$ cat config.mk
export PLATFORM = sky130hd
export DESIGN_NAME = dual_irq_ctrl
export DESIGN_NICKNAME = d
export VERILOG_FILES = /design/src/rtl/sic_pkg.sv /design/src/rtl/sic_edge_detect.sv /design/src/rtl/sic_line.sv /design/src/rtl/dual_irq_ctrl.sv
export SDC_FILE = /design/constraint.sdc
export NUM_CORES = 1
export LEC_CHECK = 0
export BUFFER_PORTS_ARGS = -buffer_cell sky130_fd_sc_hd__clkbuf_2
export CAP_MARGIN = 0
export CORE_UTILIZATION = 45
export DETAILED_ROUTE_END_ITERATION = 6
export GPL_TIMING_DRIVEN = 0
export RECOVER_POWER = 50
export SLEW_MARGIN = 20
export SYNTH_ARGS = -nofsm -noshare
export SYNTH_HDL_FRONTEND = slang
export SYNTH_SLANG_ARGS = --single-unit
$ cat constraint.sdc
create_clock -name clk -period 2.9 [get_ports clk]
set_input_delay 0.29 -clock clk [delete_from_list [all_inputs] [get_ports clk]]
set_output_delay 0.29 -clock clk [all_outputs]
set_load 0.005 [all_outputs]
$ cat src/rtl/sic_pkg.sv
package sic_pkg;
  localparam int unsigned MAX_INPUTS = 18;

  // address windows: addr[7:3] selects window, addr[2:0] selects byte
  localparam logic [4:0] WIN_CTRL = 5'd0;
  localparam logic [4:0] WIN_ISR0 = 5'd2;
  localparam logic [4:0] WIN_IMR0 = 5'd3;
  localparam logic [4:0] WIN_EDGE = 5'd6;

  localparam int unsigned CTRL_COR_BIT = 0;
  localparam int unsigned CTRL_HOLDOFF_BIT = 1;

  function automatic int unsigned bytes_for(input int unsigned bits);
    return (bits + 7) / 8;
  endfunction
endpackage

$ cat src/rtl/sic_edge_detect.sv
module sic_edge_detect #(
  parameter int unsigned N = 8
) (
  input  logic           clk,
  input  logic           rst,
  input  logic [N-1:0]   pin_i,
  input  logic [2*N-1:0] edge_cfg_i,
  output logic [N-1:0]   event_o
);
  logic [N-1:0] meta_q, sync_q, last_q;

  always_ff @(posedge clk) begin
    if (rst) begin
      meta_q <= '0;
      sync_q <= '0;
      last_q <= '0;
    end else begin
      meta_q <= pin_i;
      sync_q <= meta_q;
      last_q <= sync_q;
    end
  end

  for (genvar i = 0; i < N; i++) begin : g_bit
    assign event_o[i] = (edge_cfg_i[2*i+1] &  sync_q[i] & ~last_q[i])
                      | (edge_cfg_i[2*i]   & ~sync_q[i] &  last_q[i]);

    // an event only fires on a real change of the synchronised input
    p_event_on_change_r2: assert property (@(posedge clk) disable iff (rst)
      event_o[i] |-> (sync_q[i] != last_q[i]));
  end
endmodule

$ cat src/rtl/sic_line.sv
module sic_line #(
  parameter int unsigned W = 8
) (
  input  logic         clk,
  input  logic         rst,
  input  logic [W-1:0] event_i,
  input  logic         holdoff_i,
  input  logic [W-1:0] clr_i,
  input  logic [W-1:0] mask_we_i,
  input  logic [W-1:0] mask_wd_i,
  output logic [W-1:0] isr_o,
  output logic [W-1:0] imr_o,
  output logic         pend_o,
  output logic         irq_n_o
);
  logic [W-1:0] isr_q, imr_q, held_q;

  always_ff @(posedge clk) begin
    if (rst) begin
      isr_q   <= '0;
      held_q  <= '0;
      imr_q   <= '1;
      irq_n_o <= 1'b1;
    end else begin
      for (int i = 0; i < W; i++) begin
        if (event_i[i]) begin
          if (isr_q[i] && !clr_i[i]) begin
            if (!holdoff_i) held_q[i] <= 1'b1;
          end else begin
            isr_q[i] <= 1'b1;
          end
        end else if (clr_i[i]) begin
          isr_q[i] <= 1'b0;
        end else if (!isr_q[i] && held_q[i]) begin
          isr_q[i]  <= 1'b1;
          held_q[i] <= 1'b0;
        end
        if (mask_we_i[i]) imr_q[i] <= mask_wd_i[i];
      end
      irq_n_o <= ~|(isr_q & ~imr_q);
    end
  end

  assign isr_o  = isr_q;
  assign imr_o  = imr_q;
  assign pend_o = |(isr_q & ~imr_q);

  // state right after reset
  p_reset_state_r1: assert property (@(posedge clk) disable iff (rst)
    $fell(rst) |-> (imr_q == '1 && isr_q == '0 && irq_n_o));
  // every edge is present in status the next cycle
  p_edge_lands_r4: assert property (@(posedge clk) disable iff (rst)
    1'b1 |=> (($past(event_i) & ~isr_q) == '0));
  // output follows unmasked status one cycle later
  p_line_out_r5: assert property (@(posedge clk) disable iff (rst)
    1'b1 |=> (irq_n_o == !$past(pend_o)));
  // a clear with no competing edge takes effect
  p_clear_takes_r8: assert property (@(posedge clk) disable iff (rst)
    1'b1 |=> (($past(clr_i & ~event_i) & isr_q) == '0));
  // with hold-off set no edge is ever held
  p_drop_when_holdoff_r9: assert property (@(posedge clk) disable iff (rst)
    holdoff_i |=> ((held_q & ~$past(held_q)) == '0));
endmodule

$ cat src/rtl/dual_irq_ctrl.sv
module dual_irq_ctrl #(
  parameter int unsigned N_INPUTS = 8
) (
  input  logic                clk,
  input  logic                rst,
  input  logic [N_INPUTS-1:0] irq_in,
  input  logic                bus_sel,
  input  logic                bus_wr,
  input  logic [7:0]          bus_addr,
  input  logic [7:0]          bus_wdata,
  output logic [7:0]          bus_rdata,
  output logic [1:0]          irq_n
);
  import sic_pkg::*;

  localparam int unsigned STAT_BYTES = bytes_for(N_INPUTS);
  localparam int unsigned EDGE_BYTES = bytes_for(2 * N_INPUTS);
  localparam int unsigned W = 8 * STAT_BYTES;

  logic [4:0] win;
  logic [2:0] idx;
  logic       wr_en, rd_en;
  assign win   = bus_addr[7:3];
  assign idx   = bus_addr[2:0];
  assign wr_en = bus_sel & bus_wr;
  assign rd_en = bus_sel & ~bus_wr;

  logic                    cor_q, holdoff_q;
  logic [8*EDGE_BYTES-1:0] edge_q;

  always_ff @(posedge clk) begin
    if (rst) begin
      cor_q     <= 1'b0;
      holdoff_q <= 1'b0;
      edge_q    <= '0;
    end else if (wr_en) begin
      if (win == WIN_CTRL && idx == 3'd0) begin
        cor_q     <= bus_wdata[CTRL_COR_BIT];
        holdoff_q <= bus_wdata[CTRL_HOLDOFF_BIT];
      end
      for (int k = 0; k < EDGE_BYTES; k++)
        if (win == WIN_EDGE && idx == 3'(k)) edge_q[k*8 +: 8] <= bus_wdata;
    end
  end

  logic [N_INPUTS-1:0] event_w;
  logic [W-1:0]        event_pad;

  sic_edge_detect #(.N(N_INPUTS)) u_edge (
    .clk        (clk),
    .rst        (rst),
    .pin_i      (irq_in),
    .edge_cfg_i (edge_q[2*N_INPUTS-1:0]),
    .event_o    (event_w)
  );

  always_comb begin
    event_pad = '0;
    event_pad[N_INPUTS-1:0] = event_w;
  end

  logic [W-1:0] isr_l [2];
  logic [W-1:0] imr_l [2];
  logic [1:0]   pend_l;

  for (genvar l = 0; l < 2; l++) begin : g_line
    localparam logic [4:0] ISR_WIN = WIN_ISR0 + 5'(2 * l);
    localparam logic [4:0] IMR_WIN = WIN_IMR0 + 5'(2 * l);
    logic [W-1:0] clr, mwe, mwd;

    always_comb begin
      clr = '0;
      mwe = '0;
      mwd = '0;
      for (int k = 0; k < STAT_BYTES; k++) begin
        if (bus_sel && win == ISR_WIN && idx == 3'(k)) begin
          if (bus_wr && !cor_q) clr[k*8 +: 8] = bus_wdata;
          if (!bus_wr && cor_q) clr[k*8 +: 8] = isr_l[l][k*8 +: 8];
        end
        if (wr_en && win == IMR_WIN && idx == 3'(k)) begin
          mwe[k*8 +: 8] = 8'hFF;
          mwd[k*8 +: 8] = bus_wdata;
        end
      end
    end

    sic_line #(.W(W)) u_line (
      .clk       (clk),
      .rst       (rst),
      .event_i   (event_pad),
      .holdoff_i (holdoff_q),
      .clr_i     (clr),
      .mask_we_i (mwe),
      .mask_wd_i (mwd),
      .isr_o     (isr_l[l]),
      .imr_o     (imr_l[l]),
      .pend_o    (pend_l[l]),
      .irq_n_o   (irq_n[l])
    );
  end

  logic [7:0] rd_byte;
  always_comb begin
    rd_byte = 8'h00;
    if (win == WIN_CTRL) begin
      if (idx == 3'd0) rd_byte = {6'd0, holdoff_q, cor_q};
      if (idx == 3'd1) rd_byte = {6'd0, pend_l};
    end
    for (int k = 0; k < STAT_BYTES; k++) begin
      if (idx == 3'(k)) begin
        if (win == WIN_ISR0)        rd_byte = isr_l[0][k*8 +: 8];
        if (win == WIN_IMR0)        rd_byte = imr_l[0][k*8 +: 8];
        if (win == WIN_ISR0 + 5'd2) rd_byte = isr_l[1][k*8 +: 8];
        if (win == WIN_IMR0 + 5'd2) rd_byte = imr_l[1][k*8 +: 8];
      end
    end
    for (int k = 0; k < EDGE_BYTES; k++)
      if (win == WIN_EDGE && idx == 3'(k)) rd_byte = edge_q[k*8 +: 8];
  end

  always_ff @(posedge clk) begin
    if (rst) bus_rdata <= 8'h00;
    else     bus_rdata <= rd_en ? rd_byte : 8'h00;
  end

  // no read leaves the data bus at zero
  p_idle_read_zero_r11: assert property (@(posedge clk) disable iff (rst)
    !rd_en |=> (bus_rdata == 8'h00));
  // summary read returns the per-line pending state of the read cycle
  p_summary_read_r6: assert property (@(posedge clk) disable iff (rst)
    (rd_en && bus_addr == 8'h01) |=> (bus_rdata[1:0] == $past(pend_l)));
endmodule

After elaboration in Yosys (flattened, before gate mapping)
Cells that the tools add are included.
{"block": "op_classes", "n_eq_ne": 62, "muxes": 148, "bitwise": 64, "reduce_logical": 153}
{"cell": "8-bit two-way mux", "count": 18}
{"cell": "1-bit two-way mux", "count": 129}
{"cell": "2-bit != test, second input constant", "count": 40}
{"cell": "4-bit AND reduction", "count": 16}
{"cell": "3-bit nonzero test", "count": 16}
{"cell": "1-bit logical AND", "count": 45}
{"cell": "2-bit AND reduction", "count": 19}
{"cell": "1-bit logical NOT", "count": 36}
{"cell": "1-bit AND", "count": 34}
{"cell": "2-bit by 1-bit != test with 1-bit output, second input constant", "count": 16}
{"cell": "2-bit nonzero test", "count": 16}
{"cell": "1-bit NOT", "count": 18}
{"cell": "8-bit AND", "count": 2}
{"cell": "8-bit NOT", "count": 2}
{"cell": "8-bit OR reduction", "count": 2}
{"cell": "5-bit by 3-bit == test with 1-bit output, second input constant", "count": 3}
{"cell": "5-bit by 2-bit == test with 1-bit output, second input constant", "count": 2}
{"cell": "1-bit OR", "count": 8}
{"cell": "5-bit logical NOT", "count": 1}
{"cell": "3-bit by 1-bit == test with 1-bit output, second input constant", "count": 1}
{"cell": "3-bit logical NOT", "count": 1}
{"cell": "2-bit two-way mux", "count": 1}
{"cell": "2-bit OR reduction", "count": 1}
{"block": "word_totals", "ff_bits": 100, "out_inout_bits": 10}

Logic depth before layout (Yosys ltp)
{"block": "depth", "word_depth": 12, "depth_mapped": 8, "mapped_depth_nobuf": 5}

Modules after synthesis
From an unflattened synthesis, not the netlist that was laid out.
{"block": "unflattened", "hier_cells": 537, "area_unflattened_um2": 4630.7}
{"module": "sic_line", "n_inst": 2, "cells_per_inst": 106, "area_each_um2": 983.4, "seq_area_each_um2": 500.5}
{"module": "dual_irq_ctrl", "n_inst": 1, "cells_per_inst": 251, "area_each_um2": 1860.5, "seq_area_each_um2": 520.5}
{"module": "sic_edge_detect", "n_inst": 1, "cells_per_inst": 74, "area_each_um2": 803.3, "seq_area_each_um2": 480.5}

Least setup slack after synthesis
OpenSTA, ideal clock, no wires.
{"block": "synth_path", "kind": "input port to flip-flop", "start": "in bus_addr[0]", "end": "reg g_line[0].u_line.imr_q[0]", "setup_ns": 0.120, "t_arrival_ns": 1.618, "setup_slack_ns": 1.163, "path_stages": 6, "cell_sequence": "buf_2 or3_4 nor2_1 nand3_2 buf_2 a211o_1"}
{"block": "synth_between", "elab_chain_len": 3}
{"element": "start: declaration", "line": "dual_irq_ctrl.sv:9", "rtl": "input logic [7:0] bus_addr,"}
{"element": "3-bit logical NOT *", "line": "dual_irq_ctrl.sv:80", "rtl": "if (wr_en && win == IMR_WIN && idx == 3'(k)) begin"}
{"element": "1-bit logical AND *", "line": "dual_irq_ctrl.sv:80"}
{"element": "8-bit two-way mux", "line": "dual_irq_ctrl.sv:80"}
{"element": "end signal: indexed assignment", "line": "sic_line.sv:38", "rtl": "if (mask_we_i[i]) imr_q[i] <= mask_wd_i[i];"}
{"element": "end: declaration", "line": "sic_line.sv:16", "rtl": "logic [W-1:0] isr_q, imr_q, held_q;"}
Mark *: on every way between the ends. The rest lies on a longest branch, timed or not.
A chain may end at the register's enable or synchronous reset.

Final worst setup path
{"block": "layout_path", "start": "in bus_addr[5]", "end": "reg g_line[1].u_line.imr_q[7]"}
{"block": "layout_between", "elab_chain_len": 4}
{"element": "5-bit by 3-bit == test with 1-bit output *", "line": "dual_irq_ctrl.sv:80"}
{"element": "1-bit logical AND * (2 in a row)", "line": "dual_irq_ctrl.sv:80"}
{"element": "8-bit two-way mux", "line": "dual_irq_ctrl.sv:80"}
{"element": "end signal: indexed assignment", "line": "sic_line.sv:38"}
{"element": "end: declaration", "line": "sic_line.sv:16"}
Marks and branches as above.

==> Implementation_results.wiki <==
{| class="wikitable"
! Metric !! Value
|-
| Share of Yosys cell area claimed by the top area cell type || 43.3%
|-
| VDD IR max || 0.325 mV
|-
| Share of synthesized registers carrying an async set or reset || 0%
|-
| Number of unique standard cell types used by synthesis || 60
|-
| Setup TNS || 0 ns
|-
| X dimension of the die || 103 µm
|-
| Power density over the cells || 508 nW/µm²
|-
| R2R setup slack || 0.86 ns
|-
| Post-route clock skew || 0.0113 ns
|-
| DR vias/cell || 5.90
|-
| Post-CTS Resized || 0
|-
| Clock network fraction of total power || 41.0%
|-
| Hold Path Sink || u_edge.meta_q[7]$_SDFF_PP0_
|-
| Minimum period implied by the final worst setup slack || 2.28 ns
|-
| Met1 WL || 5.75 mm
|-
| Number of nets produced by synthesis || 532
|-
| Maximum level of the CTS H-tree || 3
|-
| Largest buffer count on any clock path || 2
|-
| Total routed wirelength || 12.8 mm
|-
| Max Slew Vio Count || 0
|-
| CP peak stage delay || 0.76 ns
|-
| Worst Hold Margin || 0.118 ns
|-
| Leftover overflow at the end of global routing || 0
|-
| Sum of net half-perimeters after detailed placement || 9.49 mm
|-
| Cell taking the most area after synthesis || sky130_fd_sc_hd__dfxtp_1
|-
| Source of the worst hold timing path || irq_in[7]
|-
| Fraction of the yosys area taken by sequential cells || 43.3%
|-
| Post-synthesis sequential element count || 100
|-
| Total track usage || 25.2%
|-
| Cells along the critical path || clkbuf_2 > nor3b_1 > buf_6 > nand3b_1 > nor3_1 > buf_6 > nor2b_1 > a211o_1
|-
| Antenna diode count || 0
|-
| Cts-stage hold buffer count || 0
|-
| Vertical extent of the die || 103 µm
|-
| Number of antenna violations at the first check in global routing || 0
|-
| Slew @ Worst Pin || 1.02 ns
|-
| Final ANT Viol Nets || 0
|-
| Highest fanout seen on the critical path || 10
|-
| # fillers || 921
|-
| Starting density of the core || 46.9%
|-
| NumNets Final || 579
|-
| Placed instance area || 4970 µm²
|-
| Cell-internal power || 2.04 mW
|-
| Count of endpoints failing hold in the final timing report || 0
|-
| Syn_area_per_cell || 9.18 µm²
|-
| Placed Cells || 673
|-
| Final estimated routing congestion in global placement || 0.822
|-
| Clock latency on the worst-skew pair || 0.38 ns
|-
| Max-cap violations || 0
|-
| Commonest non-fill, non-tap cell in the layout || sky130_fd_sc_hd__dfxtp_1
|-
| Row count || 36
|-
| Number of sinks on the clock net || 100
|-
| Total iterations of the first detailed-routing run || 5
|-
| Cells taking the most area after synthesis || sky130_fd_sc_hd__dfxtp_1 43%, sky130_fd_sc_hd__nor2b_1 5.7%, sky130_fd_sc_hd__nor2_1 5.1%
|-
| Crit path DAT || 2.55 ns
|-
| Die outline area || 10700 µm²
|-
| Worst slew slack as a fraction of its limit || 30.5%
|-
| Leakage power of the design || 1.73 nW
|-
| CTS tree || built
|-
| Critical Path Sink Type || flip-flop
|-
| Type of element launching the critical path || input pin
|-
| Cts bufs inserted || 9
|-
| Highest metal layer used by the detailed router || met4
|-
| Worst path slowest cell || sky130_fd_sc_hd__nor3_1
|-
| Clock-pin transition on the worst setup and hold timing paths || 0.09 ns
|-
| Layout cells sized above 1 || 13.9%
|-
| Count of flip-flops with a built-in enable after synthesis || 0
|-
| Number of vias after detailed routing || 4060
|-
| Main flop type after synthesis || sky130_fd_sc_hd__dfxtp_1
|-
| Number of I/O port buffers || 36
|-
| Number of setup buffers added after CTS || 0
|-
| Layout overhead on the synthesized area || 11.5%
|-
| Boundary pin count || 38
|-
| Final std cell area, no fill || 5160 µm²
|-
| Hold-critical path depth || 2
|-
| Vias in the first global route || 3681
|-
| Routed wire per std cell || 18.6 µm
|-
| Reg2reg end || bus_rdata[0]$_SDFF_PP0_
|-
| Required time of the worst setup path || 3.16 ns
|-
| Portion of total power attributed to combinational logic || 5.9%
|-
| Cell depth of the worst flop-to-flop path || 5
|-
| Final worst path period share || 78.8%
|-
| Worst min-delay path class || in -> reg
|-
| Met3 layer wire length in the routed design || 565 µm
|-
| Achievable Freq || 438 MHz
|-
| Setup repair after global routing missed its margin || false
|-
| Result of the run || completed
|-
| Critical path class || in -> reg
|-
| Root Driver || sky130_fd_sc_hd__clkbuf_8
|-
| Commonest cells after routing, fill and taps aside || 100 x sky130_fd_sc_hd__dfxtp_1, 64 x sky130_fd_sc_hd__nor2_1, 42 x sky130_fd_sc_hd__nor2b_1, 34 x sky130_fd_sc_hd__o21ai_0, 30 x sky130_fd_sc_hd__clkbuf_2
|-
| Maximum number of pins on one net before global-route repair || 16
|-
| Most frequent cell on the critical path || sky130_fd_sc_hd__buf_6
|-
| First-pass GRT wire length || 19.8 mm
|-
| Sequential Power Share || 53.1%
|-
| Post-detailed-route DRC marker count || 0
|-
| Iter 0 DRT Violations || 205
|-
| Metal2 WL || 6.07 mm
|-
| Non-Filler Instances || 688
|-
| Total number of yosys warnings || 0
|-
| Total net switching power || 0.585 mW
|-
| Synthesized instance count || 504
|-
| Core box area || 9860 µm²
|-
| Final setup vio count || 0
|-
| Total standard cell area after synthesis || 4630 µm²
|-
| Switching part of the total || 22.3%
|-
| Reg-to-reg critical path startpoint || g_line[0].u_line.isr_o[5]$_SDFFE_PP0P_
|}
[worst max-delay path by stage]
stage | slack [ns] | depth (start not counted) | from | endpoint
global placement | 0.71 | 5 | rst | cor_q$_SDFFE_PP0P_
global route | 0.44 | 8 | bus_addr[5] | g_line[1].u_line.imr_o[7]$_SDFFE_PP1P_
finish | 0.62 | 8 | bus_addr[5] | g_line[1].u_line.imr_o[7]$_SDFFE_PP1P_
floorplan | 1.16 | 6 | bus_addr[0] | g_line[0].u_line.imr_o[0]$_SDFFE_PP1P_
CTS | 0.95 | 7 | cor_q$_SDFFE_PP0P_ | g_line[0].u_line.held_q[3]$_SDFFE_PP0P_
detailed placement | 0.68 | 5 | rst | edge_q[10]$_SDFFE_PP0P_
[through the flow]
step / utilization [%] / setup slack, ns / power, mW
4_1_cts: 52.8 / 0.946 / 2.63
3_5_place_dp: 50.4 / 0.677 / 1.58
5_1_grt: 52.3 / 0.438 / 2.70
2_1_floorplan: - / 1.16 / 1.51
3_3_place_gp: 50.4 / 0.707 / 1.58
6_report: 52.3 / 0.616 / 2.62
[power groups by stage]
| stage | Sequential, mW | Combinational (mW) | Clock, mW |
|---|---|---|---|
| 6_report | 1.39 | 0.154 | 1.08 |
| 5_1_grt | 1.39 | 0.166 | 1.14 |
| 4_1_cts | 1.39 | 0.156 | 1.08 |
| 2_1_floorplan | 1.42 | 0.0897 | 0 |
| 3_3_place_gp | 1.42 | 0.154 | 0 |
| 3_5_place_dp | 1.42 | 0.156 | 0 |
[sequential cells by signal, summed over array words and instances (netlist names)]
register               cells
g_line.u_line.held_q      16
u_edge.meta_q              8
u_edge.last_q              8
holdoff_q                  1
cor_q                      1
bus_rdata                  8
g_line.u_line.irq_n_o      2
edge_q                    16
g_line.u_line.isr_o       16
u_edge.sync_q              8
g_line.u_line.imr_o       16
[cells in the mapped netlist, types with 6 or more instances]
| library cell | instances |
|---|---|
| sky130_fd_sc_hd__dfxtp_1 | 100 |
| sky130_fd_sc_hd__nor2_1 | 63 |
| sky130_fd_sc_hd__nor2b_1 | 42 |
| sky130_fd_sc_hd__o21ai_0 | 34 |
| sky130_fd_sc_hd__nand2_1 | 21 |
| sky130_fd_sc_hd__a21oi_1 | 20 |
| sky130_fd_sc_hd__a31oi_1 | 20 |
| sky130_fd_sc_hd__mux2i_1 | 18 |
| sky130_fd_sc_hd__inv_1 | 17 |
| sky130_fd_sc_hd__a211o_1 | 16 |
| sky130_fd_sc_hd__clkbuf_1 | 14 |
| sky130_fd_sc_hd__a2111oi_1 | 8 |
| sky130_fd_sc_hd__a2111oi_2 | 8 |
| sky130_fd_sc_hd__a22o_1 | 8 |
| sky130_fd_sc_hd__a22oi_1 | 8 |
| sky130_fd_sc_hd__nand3b_1 | 8 |
| sky130_fd_sc_hd__o21a_1 | 8 |
| sky130_fd_sc_hd__or2_1 | 8 |
| sky130_fd_sc_hd__buf_2 | 6 |
| sky130_fd_sc_hd__mux2_2 | 6 |
[routing by layer]
metal | vias up | global-route usage, %
li1 | 1933 | -
met1 | 1987 | 32.2
met2 | 114 | 41.7
met3 | 26 | 4.03
met4 | 0 | 12.0
met5 | - | 0
[logic make-up after synthesis]
| kind of cell | Yosys count | synth area share (%) |
|---|---|---|
| and+or+nand+nor | 174 | 21.0 |
| AOI/OAI and AO/OA | 161 | 25.9 |
| DFF | 100 | 43.3 |
| buffers and inverters | 45 | 4.46 |
| muxes | 24 | 5.35 |
[critical path: cells and delay by family]
kind | cells | cell delay, ns
AOI/OAI and AO/OA | 1 | 0.25
buffers and inverters | 3 | 0.59
and+or+nand+nor | 4 | 1.41
[final cells by class]
cell class                 count  area [µm²]  area share, %
inverter                      17        63.8           1.24
tap                          133         166           3.22
sequential                   100        2000           38.8
timing repair buffer          36         173           3.35
clock inverter                 4        97.6           1.89
buffer                        28         141           2.74
clock buffer                  11         141           2.74
multi-input combinational    359        2380           46.0
No activity file was read; power rests on OpenSTA's default activity.
